<file path="config.mk">
export PLATFORM = sky130hd
export DESIGN_NAME = reset_cause_ctrl
export DESIGN_NICKNAME = d
export VERILOG_FILES = /design/src/rtl/rcc_pkg.sv /design/src/rtl/rcc_mon_chan.sv /design/src/rtl/rcc_stretch.sv /design/src/rtl/rcc_cause_flags.sv /design/src/rtl/reset_cause_ctrl.sv
export SDC_FILE = /design/constraint.sdc
export NUM_CORES = 1
export LEC_CHECK = 0
export ABC_AREA = 1
export CORE_MARGIN = 2
export CORE_UTILIZATION = 40
export DETAILED_ROUTE_END_ITERATION = 10
export MAX_ROUTING_LAYER = met4
export PLACE_DENSITY_LB_ADDON = 0.12
export REMOVE_ABC_BUFFERS = 1
export SLEW_MARGIN = 5
export SYNTH_ARGS = -nofsm -noshare
export SYNTH_HDL_FRONTEND = slang
export SYNTH_HIERARCHICAL = 1
export SYNTH_SLANG_ARGS = --single-unit
</file>
<file path="constraint.sdc">
create_clock -name clk_i -period 0.8 [get_ports clk_i]
set_input_delay 0.12 -clock clk_i [delete_from_list [all_inputs] [get_ports clk_i]]
set_output_delay 0.12 -clock clk_i [all_outputs]
set_load 0.03 [all_outputs]
</file>
<file path="src/rtl/rcc_pkg.sv">
package rcc_pkg;
  localparam int unsigned SRC_POR = 0;
  localparam int unsigned SRC_CH0 = 1;
  localparam int unsigned SRC_MON0 = 2;

  function automatic int unsigned max_of(input int unsigned a, input int unsigned b);
    return (a > b) ? a : b;
  endfunction
endpackage

</file>
<file path="src/rtl/rcc_mon_chan.sv">
module rcc_mon_chan (
  input  logic clk_i,
  input  logic por_i,
  input  logic en_i,
  input  logic mode_i,
  input  logic low_i,
  output logic rst_req_o,
  output logic irq_o
);
  logic ev;
  logic ev_q;
  logic irq_q;

  assign rst_req_o = en_i & mode_i & low_i;
  assign ev        = en_i & ~mode_i & low_i;

  always_ff @(posedge clk_i) begin
    if (por_i) begin
      ev_q  <= 1'b0;
      irq_q <= 1'b0;
    end else begin
      ev_q  <= ev;
      irq_q <= ev & ~ev_q;
    end
  end

  assign irq_o = irq_q;


  irq_single_chk: assert property (@(posedge clk_i) disable iff (por_i)
    irq_o |=> !irq_o);


  irq_off_chk: assert property (@(posedge clk_i) disable iff (por_i)
    !en_i |=> !irq_o);
endmodule

</file>
<file path="src/rtl/rcc_stretch.sv">
module rcc_stretch #(
  parameter int unsigned N_MON = 2,
  parameter int unsigned T_POR = 20,
  parameter int unsigned T_CH0 = 12,
  parameter int unsigned T_MON = 6,
  parameter int unsigned T_PIN = 3,
  localparam int unsigned NSRC = N_MON + 3,
  localparam int unsigned T_MAX = rcc_pkg::max_of(rcc_pkg::max_of(T_POR, T_CH0),
                                                  rcc_pkg::max_of(T_MON, T_PIN)),
  localparam int unsigned CW = $clog2(T_MAX + 1) + 1
) (
  input  logic            clk_i,
  input  logic [NSRC-1:0] req_i,
  output logic            rst_n_o
);
  logic          any_req;
  logic          hold;
  logic [CW-1:0] reload;
  logic [CW-1:0] cnt_q;
  logic [1:0]    sync_q;

  assign any_req = |req_i;

  always_comb begin
    reload = CW'(T_PIN);
    if (|req_i[N_MON+1:2]) reload = CW'(T_MON);
    if (req_i[1])          reload = CW'(T_CH0);
    if (req_i[0])          reload = CW'(T_POR);
  end

  always_ff @(posedge clk_i) begin
    if (any_req)
      cnt_q <= reload;
    else if (cnt_q != '0)
      cnt_q <= cnt_q - 1'b1;
  end

  assign hold = any_req | (cnt_q != '0);

  always_ff @(posedge clk_i or posedge hold) begin
    if (hold)
      sync_q <= 2'b00;
    else
      sync_q <= {sync_q[0], 1'b1};
  end

  assign rst_n_o = sync_q[1];


  src_hold_chk: assert property (@(posedge clk_i) disable iff (req_i[0])
    any_req |-> !rst_n_o);


  count_down_chk: assert property (@(posedge clk_i) disable iff (req_i[0])
    (!any_req && cnt_q != '0) |=> (cnt_q == $past(cnt_q) - 1'b1));


  release_sync_chk: assert property (@(posedge clk_i) disable iff (req_i[0])
    $rose(rst_n_o) |-> (!hold && $past(!hold)));
endmodule

</file>
<file path="src/rtl/rcc_cause_flags.sv">
module rcc_cause_flags #(
  parameter int unsigned NSRC = 5
) (
  input  logic            clk_i,
  input  logic [NSRC-1:0] req_i,
  input  logic [NSRC-1:0] clr_i,
  output logic [NSRC-1:0] cause_o
);
  logic [NSRC-1:0] flags_q;

  always_ff @(posedge clk_i) begin
    if (req_i[rcc_pkg::SRC_POR])
      flags_q <= NSRC'(1) << rcc_pkg::SRC_POR;
    else
      flags_q <= (flags_q & ~clr_i) | req_i;
  end

  assign cause_o = flags_q;


  sticky_flag_chk: assert property (@(posedge clk_i) disable iff (req_i[0])
    (|(cause_o & ~clr_i)) |=>
      ((cause_o & $past(cause_o & ~clr_i)) == $past(cause_o & ~clr_i)));


  set_wins_chk: assert property (@(posedge clk_i) disable iff (req_i[0])
    (|req_i) |=> ((cause_o & $past(req_i)) == $past(req_i)));
endmodule

</file>
<file path="src/rtl/reset_cause_ctrl.sv">
module reset_cause_ctrl #(
  parameter int unsigned N_MON = 2,
  parameter int unsigned T_POR = 20,
  parameter int unsigned T_CH0 = 12,
  parameter int unsigned T_MON = 6,
  parameter int unsigned T_PIN = 3,
  localparam int unsigned NSRC = N_MON + 3
) (
  input  logic             clk_i,
  input  logic             por_low_i,
  input  logic             ch0_cfg_i,
  input  logic             ch0_low_i,
  input  logic [N_MON-1:0] mon_en_i,
  input  logic [N_MON-1:0] mon_mode_i,
  input  logic [N_MON-1:0] mon_low_i,
  input  logic             ext_rst_n_i,
  input  logic [NSRC-1:0]  flag_clr_i,
  output logic             rst_n_o,
  output logic [N_MON-1:0] mon_irq_o,
  output logic [NSRC-1:0]  cause_o
);
  logic             ch0_en_q;
  logic [N_MON-1:0] mon_req;
  logic [NSRC-1:0]  req;

  always_ff @(posedge clk_i) begin
    if (por_low_i) ch0_en_q <= ch0_cfg_i;
  end

  for (genvar g = 0; g < N_MON; g++) begin : g_mon
    rcc_mon_chan u_chan (
      .clk_i     (clk_i),
      .por_i     (por_low_i),
      .en_i      (mon_en_i[g]),
      .mode_i    (mon_mode_i[g]),
      .low_i     (mon_low_i[g]),
      .rst_req_o (mon_req[g]),
      .irq_o     (mon_irq_o[g])
    );
  end

  assign req = {~ext_rst_n_i, mon_req, ch0_low_i & ch0_en_q, por_low_i};

  rcc_stretch #(
    .N_MON (N_MON),
    .T_POR (T_POR),
    .T_CH0 (T_CH0),
    .T_MON (T_MON),
    .T_PIN (T_PIN)
  ) u_stretch (
    .clk_i   (clk_i),
    .req_i   (req),
    .rst_n_o (rst_n_o)
  );

  rcc_cause_flags #(
    .NSRC (NSRC)
  ) u_flags (
    .clk_i   (clk_i),
    .req_i   (req),
    .clr_i   (flag_clr_i),
    .cause_o (cause_o)
  );


  ch0_masked_chk: assert property (@(posedge clk_i) disable iff (por_low_i)
    (!ch0_en_q && cause_o[1] == 1'b0 && !flag_clr_i[1]) |=> !cause_o[1]);
endmodule

</file>
After elaboration in Yosys (flattened, before gate mapping). Index checks and enable logic that the tools add are counted.

Register bits after elaboration: 18. Input bits: 16. Output and inout port bits: 8. Logic and storage cells: 38.

Reductions and logical operators: 4. Add/subtract/negate cells: 1. Bitwise gates (word level): 20. Mux-type cells: 5.

Operator list (count): $mux 6 (2); $and 1x1->1 (11); $reduce_bool 6->1 (1); $sub 6x1->6 const B (1); $and 5x5->5 (1); $mux 5 (1); $not 1->1 (5); $not 5->5 (1); $or 5x5->5 (1); $reduce_or 5->1 (1); $mux 4 (1); $mux 3 (1); $reduce_bool 2->1 (1); $reduce_or 2->1 (1); $or 1x1->1 (1).

Longest topological paths before layout.
Depth in word-level cells: 7. Depth in mapped cells: 7. Mapped depth without buffers: 7.

Hierarchy. Netlist, hierarchy kept.

By module, submodules not included: rcc_stretch (times used 1, area an instance 454.2 µm², cells each 50); rcc_cause_flags (times used 1, area an instance 176.4 µm², cells each 23); rcc_mon_chan (times used 2, area an instance 72.6 µm², cells each 10); reset_cause_ctrl (times used 1, area an instance 41.3 µm², cells each 4).

Least setup slack after synthesis. OpenSTA, ideal clock, no wires.

Path kind: register to register. Start point: reg u_stretch.cnt_q[0]. End point: reg u_stretch.cnt_q[0], enable pin. Required time: 529 ps. Slack: -520 ps. Buffers on the path: 0. Data arrival time: 1049 ps. Clock period less this slack: 1320 ps. Stages on the path, launching flop included: 6. Path through: edfxtp_1 -> inv_1 -> ha_1 -> nand3_1 -> nor3_2 -> inv_1.

Word-level cells in the longest chain between the ends: 2.

RTL lines: start: declaration (RTL line rcc_stretch.sv:19) `logic [CW-1:0] cnt_q;`; start signal: assignment (RTL line rcc_stretch.sv:33) `cnt_q <= reload;`; start signal: assignment (RTL line rcc_stretch.sv:35) `cnt_q <= cnt_q - 1'b1;`; $reduce_bool 6->1 (RTL line rcc_stretch.sv:34) `else if (cnt_q != '0)`; $reduce_bool 2->1 (no source line).

No other way between the ends. A chain may end at the register's enable or synchronous reset.

Worst setup path in the final report.
Start point: reg ch0_en_q. End point: reg u_stretch.cnt_q[1] (data pin).

Word-level cells in the longest chain between the ends: 4.

RTL lines: start: declaration (RTL line reset_cause_ctrl.sv:22) `logic ch0_en_q;`; start signal: assignment (RTL line reset_cause_ctrl.sv:27) `if (por_low_i) ch0_en_q <= ch0_cfg_i;`; $and 1x1->1 (*) (RTL line reset_cause_ctrl.sv:42) `assign req = {~ext_rst_n_i, mon_req, ch0_low_i & ch0_en_q, por_low_i};`; via req[1] (RTL line reset_cause_ctrl.sv:24) `logic [NSRC-1:0] req;`; $mux 4 (RTL line rcc_stretch.sv:27) `if (req_i[1]) reload = CW'(T_CH0);`; $mux 5 (RTL line rcc_stretch.sv:28) `if (req_i[0]) reload = CW'(T_POR);`; $mux 6 (*) (RTL line rcc_stretch.sv:32) `if (any_req)`.

The timed path passes the listed nets; every way through them passes the cells marked *.

==> summary.md <==
| Metric | Value |
|---|---|
| Setup TNS | -5.85 ns |
| Max Slew Vio Count | 0 |
| Die ar. | 2420 sq um |
| Worst endpoint required time | roughly 0.85 ns |
| Pre-antenna DRT Iters | 2 |
| Crit path max-delay cell type | edfxtp_1 |
| Seq/Total Area, Yosys | a little over half |
| Failing checks | setup timing |
| Synthesized area per cell | ~8.4 sq um |
| Rows | 16 |
| Worst vdd ir | 1.28 mV |
| Maxcap violations | 0 |
| Pleak | ~0.7 nW |
| Synth unique cells | 19 |
| Antenna viol nets, final | 0 |
| Final core occ | around 75% |
| Layout Nets | between 150 and 200 |
| RePlAce Congestion | ~0.70 |
| Mapped cell area | between 800 and 900 sq um |
| Root Driver | clkbuf_4 |
| CP startpoint kind | flip-flop |
| Reg-to-reg startpoint | ch0_en_q |
| Worst-path clk slew | ~0.11 ns |
| Starting Density | a little over two fifths |
| Initial antenna violation count | 0 |
| # DRC | 0 |
| Post-Layout Cell Count | 176 |
| CP cell instances | nand2_1 -> inv_2 -> nor2_4 -> nand2_4 -> buf_12 -> nor2_4 -> a21boi_2 |
| GRT Overall Usage | between 10% and 20% |
| Core area | 1940 sq um |
| R2r worst-path depth | 7 |
| Final setup margin | -0.467 ns |
| Number of global-route vias before repair | ~770 |
| Post-CTS Hold Fix Bufs | 0 |
| Gr ovfl total | 0 |
| Hold Path Depth | 4 |
| Cell family with most CP delay | simple AND/OR/NAND/NOR gates |
| Most frequent cells in the layout | nand2_1 (19), buf_4 (18), inv_1 (16) |
| Final Setup Violations | 21 |
| CTS tree | yes |
| I/O Buffers | 23 |
| Fin. Hold Viols | 0 |
| WS Path Type | reg -> reg |
| Min-Delay Endpoint | g_mon[1].u_chan/irq_o |
| Placed Cells | between 150 and 200 |
| RSZ-0062 raised after global routing | true |
| Via Count | around 760 |
| Final Skew | 0.0157 ns |
| Clock Sinks | 18 |
| Min Clock Period, post-route | roughly 1.3 ns |
| Die height | 49.2 um |
| Critical-path maximum fanout | 4 |
| Multi-input logic area | just over 400 sq um |
| Tightest Hold Check Type | in -> reg |
| Layout cells sized above 1 | just over 50% |
| Pwr Density | 1450 nW/um^2 |
| Clock buffer depth | 2 |
| Final period util | 158% |
| Synth-to-Final Area Change | 78.9% |
| WP data arrival | 1.31 ns |
| R2R setup slack | -0.47 ns |
| Worst path bufs/invs | 2 |
| Wire per inst | 11.0 um |
| Ys Warns | 6 |
| CP max stage delay | about 0.37 ns |
| CTS Buf Count | 3 |
| Critical Path End Type | flip-flop |
| Iteration-0 DRC count of the detailed router | 3 |
| Register bit total from synthesis | 18 |
| Worst-Skew Late Latency | around 0.30 ns |
| Worst r2r dst | u_stretch/cnt_q[1] |
| Most used cell along the critical path | nor2_4 |
| Synth Instances | 97 |
| HPWL Detailed | about 1.3 mm |
| Antenna Cells | 0 |
| Leading cell type in the layout, fill and taps excluded | nand2_1 |
| Global-route wire length before repair | around 3.1 mm |
| H-tree lvl count | 1 |
| Largest net degree at the start of global routing | 11 |
| Outcome | complete, but fails checks |
| Reg area | between 400 and 500 sq um |
| Drt total wl | 1.93 mm |
| DR vias/cell | about 4.3 |
| Ports | 24 |
| F_max | 790 MHz |
| Hold_sp | mon_mode_i[1] |
| Die width | between 40 and 50 um |
| Fill cell count | roughly 140 |
==> state kept, by name, summed over array words and instances (netlist names) <==
register,cells
ch0_en_q,1
u_stretch/cnt_q,6
u_stretch/sync_q,2
g_mon.u_chan/irq_o,2
g_mon.u_chan/ev_q,2
u_flags/cause_o,5
==> per-stage QoR <==
step / power (mW) / hold slack [ns] / instance area [sq um] / worst slack, ns
after detailed placement: 1.47 / 0.346 / 1190 / -0.750
after global routing: 2.23 / 0.134 / 1460 / -0.549
after global placement: 1.45 / 0.337 / 1190 / -0.686
after CTS: 2.05 / 0.317 / 1380 / -0.487
final: 2.11 / 0.122 / 1460 / -0.467
after floorplan: 1.24 / 0.0916 / 817 / -0.520
==> area by class of cell <==
class	count	area share (%)
Timing Repair Buffer	48	31.6
Inverter	23	5.91
Multi-Input combinational cell	56	27.7
Tap cell	27	2.31
Sequential cell	18	30.7
Clock buffer	4	1.80
==> cell usage after synthesis <==
library cell	number	area share, %
inv_1	23	11
nand2_1	22	10
nor2_1	10	4.6
dfxtp_1	9	22
edfxtp_1	7	26
nor2_2	5	3.8
a21oi_1	4	2.5
dfrtp_1	2	6.1
ha_1	2	3.1
nand3_1	2	1.2
nand3b_1	2	1.8
o21bai_1	2	1.8
a21boi_1	1	0.92
conb_1	1	0.46
nand2_2	1	0.77
nand4_1	1	0.77
nor2_4	1	1.4
nor3_2	1	1.2
xnor2_1	1	1.1
==> power breakdown <==
group | switching, mW | internal, mW | total [mW]
clock network | 0.279 | 0.194 | 0.473
logic | 0.270 | 0.329 | 0.600
registers | 0.0312 | 1.01 | 1.04
==> per-layer routing <==
| metal | global-route usage [%] | share of wire [%] |
|---|---|---|
| met5 | - | 0 |
| met4 | 8.57 | 1.7 |
| met3 | 2.76 | 4.5 |
| met2 | 33.8 | 57 |
| met1 | 17.3 | 36 |
==> logic make-up (layout without fill, tap and decap cells) <==
family                   Yosys count  in the layout  share of synthesized area [%]
flip-flops                        18             18                           53.9
other                              1              1                          0.459
adder cells (fa/ha/maj)            2              2                           3.06
AND/OR/NAND/NOR                   45             45                           25.7
buffers and inverters             23             75                           10.6
AO/OA/AOI/OAI                      7              7                           5.21
XOR/XNOR                           1              1                           1.07
==> worst reg2reg max path: cells and delay by family (launching register included) <==
kind / cells / cell delay [ns]
compound gates: 1 / 0.06
simple gates: 4 / 0.40
flops: 1 / 0.37
buf+inv: 2 / 0.18
==> what timing repair did <==
| action | in CTS | in global routing |
|---|---|---|
| endpoints found under the setup margin | 24 | 27 |
| cloned | 0 | 0 |
| gates resized for setup | 41 | 17 |
| pin swaps | 8 | 6 |
| setup buffers | 11 | 2 |
==> worst max-delay path by stage <==
stage                             from                 end  slack, ns  depth (start not counted)
finish                        ch0_en_q  u_stretch/cnt_q[1]      -0.47                          7
global route                  ch0_en_q  u_stretch/cnt_q[5]      -0.55                          8
CTS                 u_stretch/cnt_q[4]  u_stretch/cnt_q[1]      -0.49                          4
detailed placement        mon_low_i[1]  u_stretch/cnt_q[3]      -0.75                          7
global placement         mon_mode_i[1]  u_stretch/cnt_q[3]      -0.69                          7
floorplan           u_stretch/cnt_q[0]  u_stretch/cnt_q[0]      -0.52                          5
Note: power is estimated with default switching activity, not from simulation.
